### src/rtl/flash_seq_pkg.sv
package flash_seq_pkg;

    typedef enum logic [1:0] {
        OP_PROG = 2'd0,
        OP_SECT = 2'd1,
        OP_CHIP = 2'd2,
        OP_RST  = 2'd3
    } op_e;

    typedef enum logic [2:0] {
        ST_IDLE,
        ST_CMD,
        ST_POLL,
        ST_TOG_A,
        ST_TOG_B,
        ST_VERIFY,
        ST_DONE
    } state_e;

    localparam logic [15:0] UNLOCK_A = 16'h5555;
    localparam logic [15:0] UNLOCK_B = 16'h2AAA;
    localparam logic [7:0]  KEY_A    = 8'hAA;
    localparam logic [7:0]  KEY_B    = 8'h55;
    localparam logic [7:0]  CMD_PGM  = 8'hA0;
    localparam logic [7:0]  CMD_ERS  = 8'h80;
    localparam logic [7:0]  CMD_CHIP = 8'h10;
    localparam logic [7:0]  CMD_SECT = 8'h30;
    localparam logic [7:0]  CMD_RST  = 8'hF0;

endpackage

### src/rtl/flash_seq_cmdgen.sv
module flash_seq_cmdgen
    import flash_seq_pkg::*;
#(
    parameter int AW = 19
) (
    input  op_e           op,
    input  logic [2:0]    step,
    input  logic [AW-1:0] tgt_addr,
    input  logic [7:0]    tgt_data,
    output logic [AW-1:0] wr_addr,
    output logic [7:0]    wr_data,
    output logic          last
);
    localparam logic [AW-1:0] ADDR_A = AW'(UNLOCK_A);
    localparam logic [AW-1:0] ADDR_B = AW'(UNLOCK_B);

    always_comb begin
        wr_addr = ADDR_A;
        wr_data = KEY_A;
        last    = 1'b0;
        unique case (op)
            OP_RST: begin
                wr_addr = tgt_addr;
                wr_data = CMD_RST;
                last    = 1'b1;
            end
            OP_PROG: begin
                unique case (step)
                    3'd0:    begin wr_addr = ADDR_A; wr_data = KEY_A; end
                    3'd1:    begin wr_addr = ADDR_B; wr_data = KEY_B; end
                    3'd2:    begin wr_addr = ADDR_A; wr_data = CMD_PGM; end
                    default: begin wr_addr = tgt_addr; wr_data = tgt_data; last = 1'b1; end
                endcase
            end
            default: begin
                unique case (step)
                    3'd0, 3'd3: begin wr_addr = ADDR_A; wr_data = KEY_A; end
                    3'd1, 3'd4: begin wr_addr = ADDR_B; wr_data = KEY_B; end
                    3'd2:       begin wr_addr = ADDR_A; wr_data = CMD_ERS; end
                    default: begin
                        last = 1'b1;
                        if (op == OP_CHIP) begin
                            wr_addr = ADDR_A;
                            wr_data = CMD_CHIP;
                        end else begin
                            wr_addr = tgt_addr;
                            wr_data = CMD_SECT;
                        end
                    end
                endcase
            end
        endcase
    end
endmodule

### src/rtl/flash_seq_timer.sv
module flash_seq_timer #(
    parameter int TW = 32
) (
    input  logic          clk,
    input  logic          rst_n,
    input  logic          run,
    input  logic [TW-1:0] limit,
    output logic          expired
);
    logic [TW-1:0] cnt_q;

    always_ff @(posedge clk or negedge rst_n) begin
        if (!rst_n) begin
            cnt_q <= '0;
        end else if (!run) begin
            cnt_q <= '0;
        end else if (cnt_q < limit) begin
            cnt_q <= cnt_q + 1'b1;
        end
    end

    assign expired = run && (cnt_q >= limit);
endmodule

### src/rtl/flash_seq_status.sv
module flash_seq_status (
    input  logic [7:0] rdata,
    input  logic [7:0] expect_byte,
    input  logic       prev_b6,
    output logic       poll_hit,
    output logic       tog_still,
    output logic       full_match
);
    assign poll_hit   = (rdata[7] == expect_byte[7]);
    assign tog_still  = (rdata[6] == prev_b6);
    assign full_match = (rdata == expect_byte);
endmodule

### src/rtl/flash_seq.sv
module flash_seq
    import flash_seq_pkg::*;
#(
    parameter int AW     = 19,
    parameter int TW     = 32,
    parameter int T_PROG = 1750,
    parameter int T_SECT = 500000,
    parameter int T_CHIP = 150000000
) (
    input  logic          clk,
    input  logic          rst_n,
    input  logic          req_valid,
    output logic          req_ready,
    input  logic [1:0]    req_op,
    input  logic [AW-1:0] req_addr,
    input  logic [7:0]    req_data,
    input  logic          req_toggle,
    output logic          busy,
    output logic          rsp_done,
    output logic          rsp_error,
    output logic          rsp_timeout,
    output logic          mem_wr,
    output logic          mem_rd,
    output logic [AW-1:0] mem_addr,
    output logic [7:0]    mem_wdata,
    input  logic [7:0]    mem_rdata,
    input  logic          mem_ready
);
    localparam logic [TW-1:0] LIM_PROG = TW'(T_PROG);
    localparam logic [TW-1:0] LIM_SECT = TW'(T_SECT);
    localparam logic [TW-1:0] LIM_CHIP = TW'(T_CHIP);

    state_e        state_q, state_d;
    op_e           op_q;
    logic [AW-1:0] addr_q;
    logic [7:0]    data_q;
    logic          tog_q;
    logic [2:0]    step_q;
    logic          prev6_q;
    logic          err_q, to_q;

    logic [AW-1:0] cmd_addr;
    logic [7:0]    cmd_data;
    logic          cmd_last;
    logic [7:0]    exp_byte;
    logic          poll_hit, tog_still, full_match;
    logic          waiting, expired;
    logic [TW-1:0] limit;

    flash_seq_cmdgen #(.AW(AW)) u_cmd (
        .op       (op_q),
        .step     (step_q),
        .tgt_addr (addr_q),
        .tgt_data (data_q),
        .wr_addr  (cmd_addr),
        .wr_data  (cmd_data),
        .last     (cmd_last)
    );

    assign exp_byte = (op_q == OP_PROG) ? data_q : 8'hFF;

    flash_seq_status u_stat (
        .rdata       (mem_rdata),
        .expect_byte (exp_byte),
        .prev_b6     (prev6_q),
        .poll_hit    (poll_hit),
        .tog_still   (tog_still),
        .full_match  (full_match)
    );

    always_comb begin
        unique case (op_q)
            OP_PROG: limit = LIM_PROG;
            OP_SECT: limit = LIM_SECT;
            default: limit = LIM_CHIP;
        endcase
    end

    assign waiting = (state_q == ST_POLL) || (state_q == ST_TOG_A) || (state_q == ST_TOG_B);

    flash_seq_timer #(.TW(TW)) u_tmr (
        .clk     (clk),
        .rst_n   (rst_n),
        .run     (waiting),
        .limit   (limit),
        .expired (expired)
    );

    // next-state logic
    always_comb begin
        state_d = state_q;
        unique case (state_q)
            ST_IDLE:   if (req_valid) state_d = ST_CMD;
            ST_CMD: begin
                if (mem_ready && cmd_last) begin
                    if (op_q == OP_RST)  state_d = ST_DONE;
                    else if (tog_q)      state_d = ST_TOG_A;
                    else                 state_d = ST_POLL;
                end
            end
            ST_POLL: begin
                if (mem_ready && poll_hit)
                    state_d = (op_q == OP_PROG) ? ST_VERIFY : ST_DONE;
                else if (expired)
                    state_d = ST_DONE;
            end
            ST_TOG_A: begin
                if (mem_ready)    state_d = ST_TOG_B;
                else if (expired) state_d = ST_DONE;
            end
            ST_TOG_B: begin
                if (mem_ready && tog_still) state_d = ST_DONE;
                else if (expired)           state_d = ST_DONE;
            end
            ST_VERIFY: if (mem_ready) state_d = ST_DONE;
            ST_DONE:   state_d = ST_IDLE;
            default:   state_d = ST_IDLE;
        endcase
    end

    // state register and working registers
    always_ff @(posedge clk or negedge rst_n) begin
        if (!rst_n) begin
            state_q <= ST_IDLE;
            op_q    <= OP_RST;
            addr_q  <= '0;
            data_q  <= '0;
            tog_q   <= 1'b0;
            step_q  <= '0;
            prev6_q <= 1'b0;
            err_q   <= 1'b0;
            to_q    <= 1'b0;
        end else begin
            state_q <= state_d;
            unique case (state_q)
                ST_IDLE: begin
                    if (req_valid) begin
                        op_q   <= op_e'(req_op);
                        addr_q <= req_addr;
                        data_q <= req_data;
                        tog_q  <= req_toggle;
                        step_q <= '0;
                        err_q  <= 1'b0;
                        to_q   <= 1'b0;
                    end
                end
                ST_CMD: begin
                    if (mem_ready && !cmd_last) step_q <= step_q + 1'b1;
                end
                ST_POLL: begin
                    if (!(mem_ready && poll_hit) && expired) to_q <= 1'b1;
                end
                ST_TOG_A: begin
                    if (mem_ready)    prev6_q <= mem_rdata[6];
                    else if (expired) to_q <= 1'b1;
                end
                ST_TOG_B: begin
                    if (mem_ready) prev6_q <= mem_rdata[6];
                    if (!(mem_ready && tog_still) && expired) to_q <= 1'b1;
                end
                ST_VERIFY: begin
                    if (mem_ready) err_q <= !full_match;
                end
                default: ;
            endcase
        end
    end

    // outputs
    always_comb begin
        req_ready   = (state_q == ST_IDLE);
        busy        = (state_q != ST_IDLE);
        rsp_done    = (state_q == ST_DONE);
        rsp_error   = rsp_done && err_q;
        rsp_timeout = rsp_done && to_q;
        mem_wr      = (state_q == ST_CMD);
        mem_rd      = waiting || (state_q == ST_VERIFY);
        mem_addr    = mem_wr ? cmd_addr : addr_q;
        mem_wdata   = mem_wr ? cmd_data : 8'h00;
    end
endmodule

### config.mk
export PLATFORM = sky130hd
export DESIGN_NAME = flash_seq
export DESIGN_NICKNAME = d
export VERILOG_FILES = /design/src/rtl/flash_seq_pkg.sv /design/src/rtl/flash_seq_cmdgen.sv /design/src/rtl/flash_seq_timer.sv /design/src/rtl/flash_seq_status.sv /design/src/rtl/flash_seq.sv
export SDC_FILE = /design/constraint.sdc
export NUM_CORES = 1
export LEC_CHECK = 0
export BUFFER_PORTS_ARGS = -buffer_cell sky130_fd_sc_hd__buf_4
export CAP_MARGIN = 20
export CORE_UTILIZATION = 50
export CTS_CLUSTER_SIZE = 10
export DETAILED_ROUTE_END_ITERATION = 16
export PLACE_DENSITY = 0.78
export SLEW_MARGIN = 20
export SYNTH_ARGS = -nofsm -noshare
export SYNTH_HDL_FRONTEND = slang
export SYNTH_HIERARCHICAL = 1
export SYNTH_SLANG_ARGS = --single-unit
### constraint.sdc
create_clock -name clk -period 7 [get_ports clk]
set_clock_uncertainty 0.2 [all_clocks]
set_input_delay 0.35 -clock clk [delete_from_list [all_inputs] [get_ports clk]]
set_output_delay 0.35 -clock clk [all_outputs]
set_load 0.02 [all_outputs]
; Word-level counts from Yosys, hierarchy flattened
; Cells that the tools add are included.
[totals]
ff_bits = 71
in_bits = 42
output_inout_bits = 34
wordCells = 114
[op_classes]
eq_ne = 25
n_mux = 39
magnitude_cmp = 2
n_addsub = 2
n_reduce_logical = 36
[ops]
columns = cell, n
row1 = one-hot mux 19 bit (2 select lines), 3
row2 = two-way mux 32 bit, 2
row3 = one-hot mux 28 bit (2 select lines), 1
row4 = one-hot mux 8 bit (3 select lines), 2
row5 = two-way mux 19 bit, 2
row6 = adder 32 x 1 -> 32 bit (second input constant), 1
row7 = greater-or-equal comparator 32 x 28 -> 1 bit, 1
row8 = < comparator 32 x 28 -> 1 bit, 1
row9 = two-way mux 3 bit, 10
row10 = one-hot mux 3 bit (6 select lines), 1
row11 = two-way mux 8 bit, 2
row12 = one-hot mux 8 bit (2 select lines), 1
row13 = == test 3 x 2 -> 1 bit (second input constant), 4
row14 = == test 3 bit (second input constant), 4
row15 = != test 2 bit (second input constant), 5
row16 = logical AND 1 bit, 9
row17 = two-way mux 1 bit, 9
row18 = AND reduction 3 bit, 3
row19 = == test 8 bit, 1
row20 = != test 2 x 1 -> 1 bit (second input constant), 4
row21 = OR reduction 2 bit, 4
row22 = == test 3 x 1 -> 1 bit (second input constant), 2
row23 = logical NOT 3 bit, 2
row24 = two-way mux 6 bit, 1
row25 = other kinds (18), 29

; Depth between registers and ports, before layout
[logic_depth]
word_depth = 8
mapped_depth = 17
ltp_nobuf = 14

; Modules after synthesis
; Netlist, hierarchy kept.
[modules_own_cells]
columns = mod, n_inst, area_each_um2, seq_area_each_um2, cells_per_inst
row1 = flash_seq_timer, 1, 2727.6, 800.8, 327
row2 = flash_seq, 1, 2316.0, 978.4, 199
row3 = flash_seq_cmdgen, 1, 745.7, 0.0, 130
row4 = flash_seq_status, 1, 102.6, 0.0, 12

; Worst setup path before layout
; Ideal clock, no wire load.
[synth_path]
path_kind = register -> register
start = register op_q[0]
end = register state_q[0]
t_required_ps = 6675
setup_time_ps = 125
path_buffers = 3
path_stages_with_launch = 17
arrival_time_ps = 3539
path_slack_ps = 3136
cell_sequence = dfstp_2 > clkbuf_1 > nor2b_1 > inv_1 > ha_1 > nand4_1 > nor4_1 > o21ai_1 > a31oi_1 > buf_2 > buf_4 > nor2_1 > a21oi_1 > o211ai_1 > o311a_1 > o311a_1 > mux2_2
[synth_between]
elab_chain_len = 7
[synth_lines]
columns = item, line
row1 = start: declaration, flash_seq.sv:34  ; op_e op_q;
row2 = start signal: assignment, flash_seq.sv:138  ; op_q <= op_e'(req_op);
row3 = == test 2 x 1 -> 1 bit / logical NOT 2 bit (equally long branches), flash_seq.sv:72  ; unique case (op_q)
row4 = one-hot mux 28 bit (2 select lines) (*), flash_seq.sv:72
row5 = via limit[13], flash_seq.sv:48  ; logic [TW-1:0] limit;
row6 = greater-or-equal comparator 32 x 28 -> 1 bit (*), flash_seq_timer.sv:22  ; assign expired = run && (cnt_q >= limit);
row7 = logical AND 1 bit (*), flash_seq_timer.sv:22
row8 = via expired, flash_seq.sv:47  ; logic waiting, expired;
row9 = two-way mux 3 bit (*), -
row10 = "two-way mux 3 bit, on equally long branches", -
row11 = one-hot mux 3 bit (6 select lines) (*), flash_seq.sv:92  ; unique case (state_q)
row12 = end signal: assignment, flash_seq.sv:134  ; state_q <= state_d;
row13 = end: declaration, flash_seq.sv:33  ; state_e state_q, state_d;
; Mark *: on every way through the listed nets, which the timed path passes. The rest lies on a longest branch. The select of a mux whose other input is x is not followed.
; A chain may end at the register's enable or synchronous reset.

; Final worst setup path
; Same ends and word-level chain as after synthesis.

==> metrics.cfg <==
[outcome]
status=completed

[setup_path]
crit_buf_inv=2
critPathMaxStageDelay_ns=0.65
cp_slowest_cell=dfstp_2
cp.required_ns=7.03
critical_path_class=reg2reg
crit_fanout=58
r2r_slack_ns=2.62
critPathArrivalTime_ns=4.41
cpMostUsedCell=o311a_1
rr_worst_depth=14
r2r_start=op_q[0]
reg2reg_to=state_q[0]
cp_cell_sequence=nor2b_1 -> inv_1 -> ha_1 -> nand4_1 -> nor4_1 -> o21ai_1 -> a31oi_4 -> buf_4 -> nor2_1 -> a21oi_1 -> o211ai_1 -> o311a_1 -> o311a_1 -> mux2_2
endpoint_kind=register
path_delay_family=compound AO/OA/AOI/OAI gates
startpoint_type=register

[routing]
wire_per_inst_um=17.3
vias=5436
drt-total-wl_um=15200
drt_iter0_drc=613
via_per_inst=6.21
drc_errors=0
ant_nets=0
firstDrtPassIters=6

[logic_synthesis]
ys_types=77
synth_edf_count=0
synth-simple-area-share=0.228
yosysWarnings=6
synthAdderAreaFrac=0.0786
synth_mux_area_frac=0.126
yosysTopAreaCellShare=0.293
synth_top_family_by_area=simple AND/OR/NAND/NOR gates
synth_compound_area_frac=0.176
synth_seq_cells=71
ys_top_cells_by_area=dfrtp_1 29%, ha_1 7.9%, mux2_4 7.1%
ys_seq_area_frac=0.302
async_flop_share=1.00
synth_xor_area_frac=0.0191
syn_avg_cell_area_um2=8.82
synth.largest_area_cell=dfrtp_1
ys.flop_type=dfrtp_1
synth_area_um2=5890
netlist_instances=668

[floorplanning]
core-area_um2=11500
pin_count=76
die_w_um=111
start_util=0.514
fp-row-count=39
die_area_um2=12200
die_height_um=111

[clocking]
cts_sinks=71
cts_buffers=9
cts_buffer_depth=2
ctsResizeCount=0
htree_levels=3
cts_tree=built
path_clk_slew_ns=0.05
clk_latency_ns=0.34
cts_root_buf=clkbuf_16

[sta]
worst_slew_pin_slew_ns=0.962
timing.fmax_mhz=228
post-route-period-util=0.626
rsz0062_at_grt=no
setup_tns_ns=0
hold_viol_final=0
final_max_slew_viol_count=0
relSlewSlack=0.359
finalSetupViolations=0
period_minus_slack_ns=4.38

[placement]
hpwlAfterDp_um=10500
post_dp_cell_area_um2=6480
gp_congestion=0.866
port_buffers=75

[global_routing]
track_usage=0.257
antenna_found_initial=0
grt_pass1_wl_um=25700
grt_pass1_vias=5314
grt.overflow.total=0
grt_start_max_net_pins=72

[pwr]
max-vdd-ir-drop_v=0.000332
power.leakage_uw=0.00303
p_per_area_nw_per_um2=416

[finish]
final_common_cell=buf_4
fill_cells=961
n_antenna_cell=0
drive_above_1_share=0.202
post-route-cell-area_um2=6770
syn2layout_area_growth_pct=14.8
final_util=0.590
nets=807
final_cell_mix=77 x buf_4, 69 x dfrtp_1, 55 x nand2_1

[min_path]
hp-start=req_addr[5]
hp-class=in2reg
worstHoldPathCells=2
holdPathEnd=addr_q[5]

[job]
maxCapViolations=0

==> worst register-to-register path, stage by stage, from the launching register on <==
cell	delay, ns
dfstp_2	0.65
nor2b_1	0.35
inv_1	0.10
ha_1	0.31
nand4_1	0.14
nor4_1	0.41
o21ai_1	0.18
a31oi_4	0.15
buf_4	0.46
nor2_1	0.16
a21oi_1	0.41
o211ai_1	0.17
o311a_1	0.19
o311a_1	0.11
mux2_2	0.26
==> cell families (layout without fill, tap and decap cells) <==
group	after synthesis	count (layout)
AOI/OAI and AO/OA	165	165
muxes	57	57
DFF	71	71
buffers and inverters	88	142
adders and majority gates	37	37
xor gates and xnor gates	12	12
other	1	11
and+or+nand+nor	237	237
==> registers in the layout (all words and copies together), names as in the netlist <==
| signal | flops |
|---|---|
| step_q | 3 |
| data_q | 8 |
| op_q | 2 |
| state_q | 3 |
| addr_q | 19 |
| prev6_q | 1 |
| to_q | 1 |
| err_q | 1 |
| tog_q | 1 |
| u_tmr/cnt_q | 32 |
==> metrics by stage <==
step           hold slack, ns  cells  power (µW)  setup WS, ns
2_1_floorplan          -0.146    678        1900          3.14
3_3_place_gp            0.289    858        2300          2.92
3_5_place_dp            0.300    858        2360          2.67
4_1_cts                0.0147    874        2790          2.65
5_1_grt                0.0171    875        3010          2.17
6_report               0.0200    875        2810          2.62
==> power by group <==
part,internal (µW),switching [µW]
logic,763,900
clock network,247,173
registers,532,197
total,1540,1270
==> synth_stat cells, types with 6 or more instances <==
cell type   n
dfrtp_1    69
nand2_1    55
a21oi_1    52
inv_1      47
o21ai_0    39
ha_1       37
nor2_1     37
mux2_4     28
mux2_1     21
o31ai_1    21
or4_1      21
nand4_1    20
clkbuf_1   17
and3_1     12
nand3_1    12
buf_2      11
or3_1      11
and2_1     10
nand2b_1   10
xnor2_1     9
a21o_1      8
nor2b_1     8
o21ai_1     7
buf_6       6
mux2i_1     6
nor3_1      6
nor4_1      6
==> how the worst max path moves through the flow <==
stage	from	to	slack, ns	cells past startpoint
after floorplan	op_q[0]	state_q[0]	3.14	16
after global routing	op_q[0]	state_q[0]	2.17	14
final	op_q[0]	state_q[0]	2.62	14
after CTS	op_q[0]	state_q[0]	2.65	14
after global placement	op_q[0]	state_q[0]	2.92	14
after detailed placement	op_q[0]	state_q[0]	2.67	14
==> metal layers <==
| layer | GRT usage | routed length (µm) |
|---|---|---|
| met5 | 0 | 0 |
| met4 | 0.100 | 350 |
| met3 | 0.0598 | 880 |
| met2 | 0.426 | 7370 |
| met1 | 0.324 | 6580 |
==> layout make-up <==
class,count,area [µm²],share of cell area
multi-input cells,519,3770,0.557
flip-flops and latches,71,1780,0.263
repair buffers,79,603,0.0891
clock buffers,14,254,0.0375
inverters,48,180,0.0266
well taps,143,179,0.0264
clock inverters,1,5.00,0.000740
==> timing repair <==
action | 4_1_cts | 5_1_grt
setup buffers | 0 | 0
endpoints found under the hold margin | 16 | 0
hold buffers | 1 | 0
Note: power is estimated with default switching activity, not from simulation.
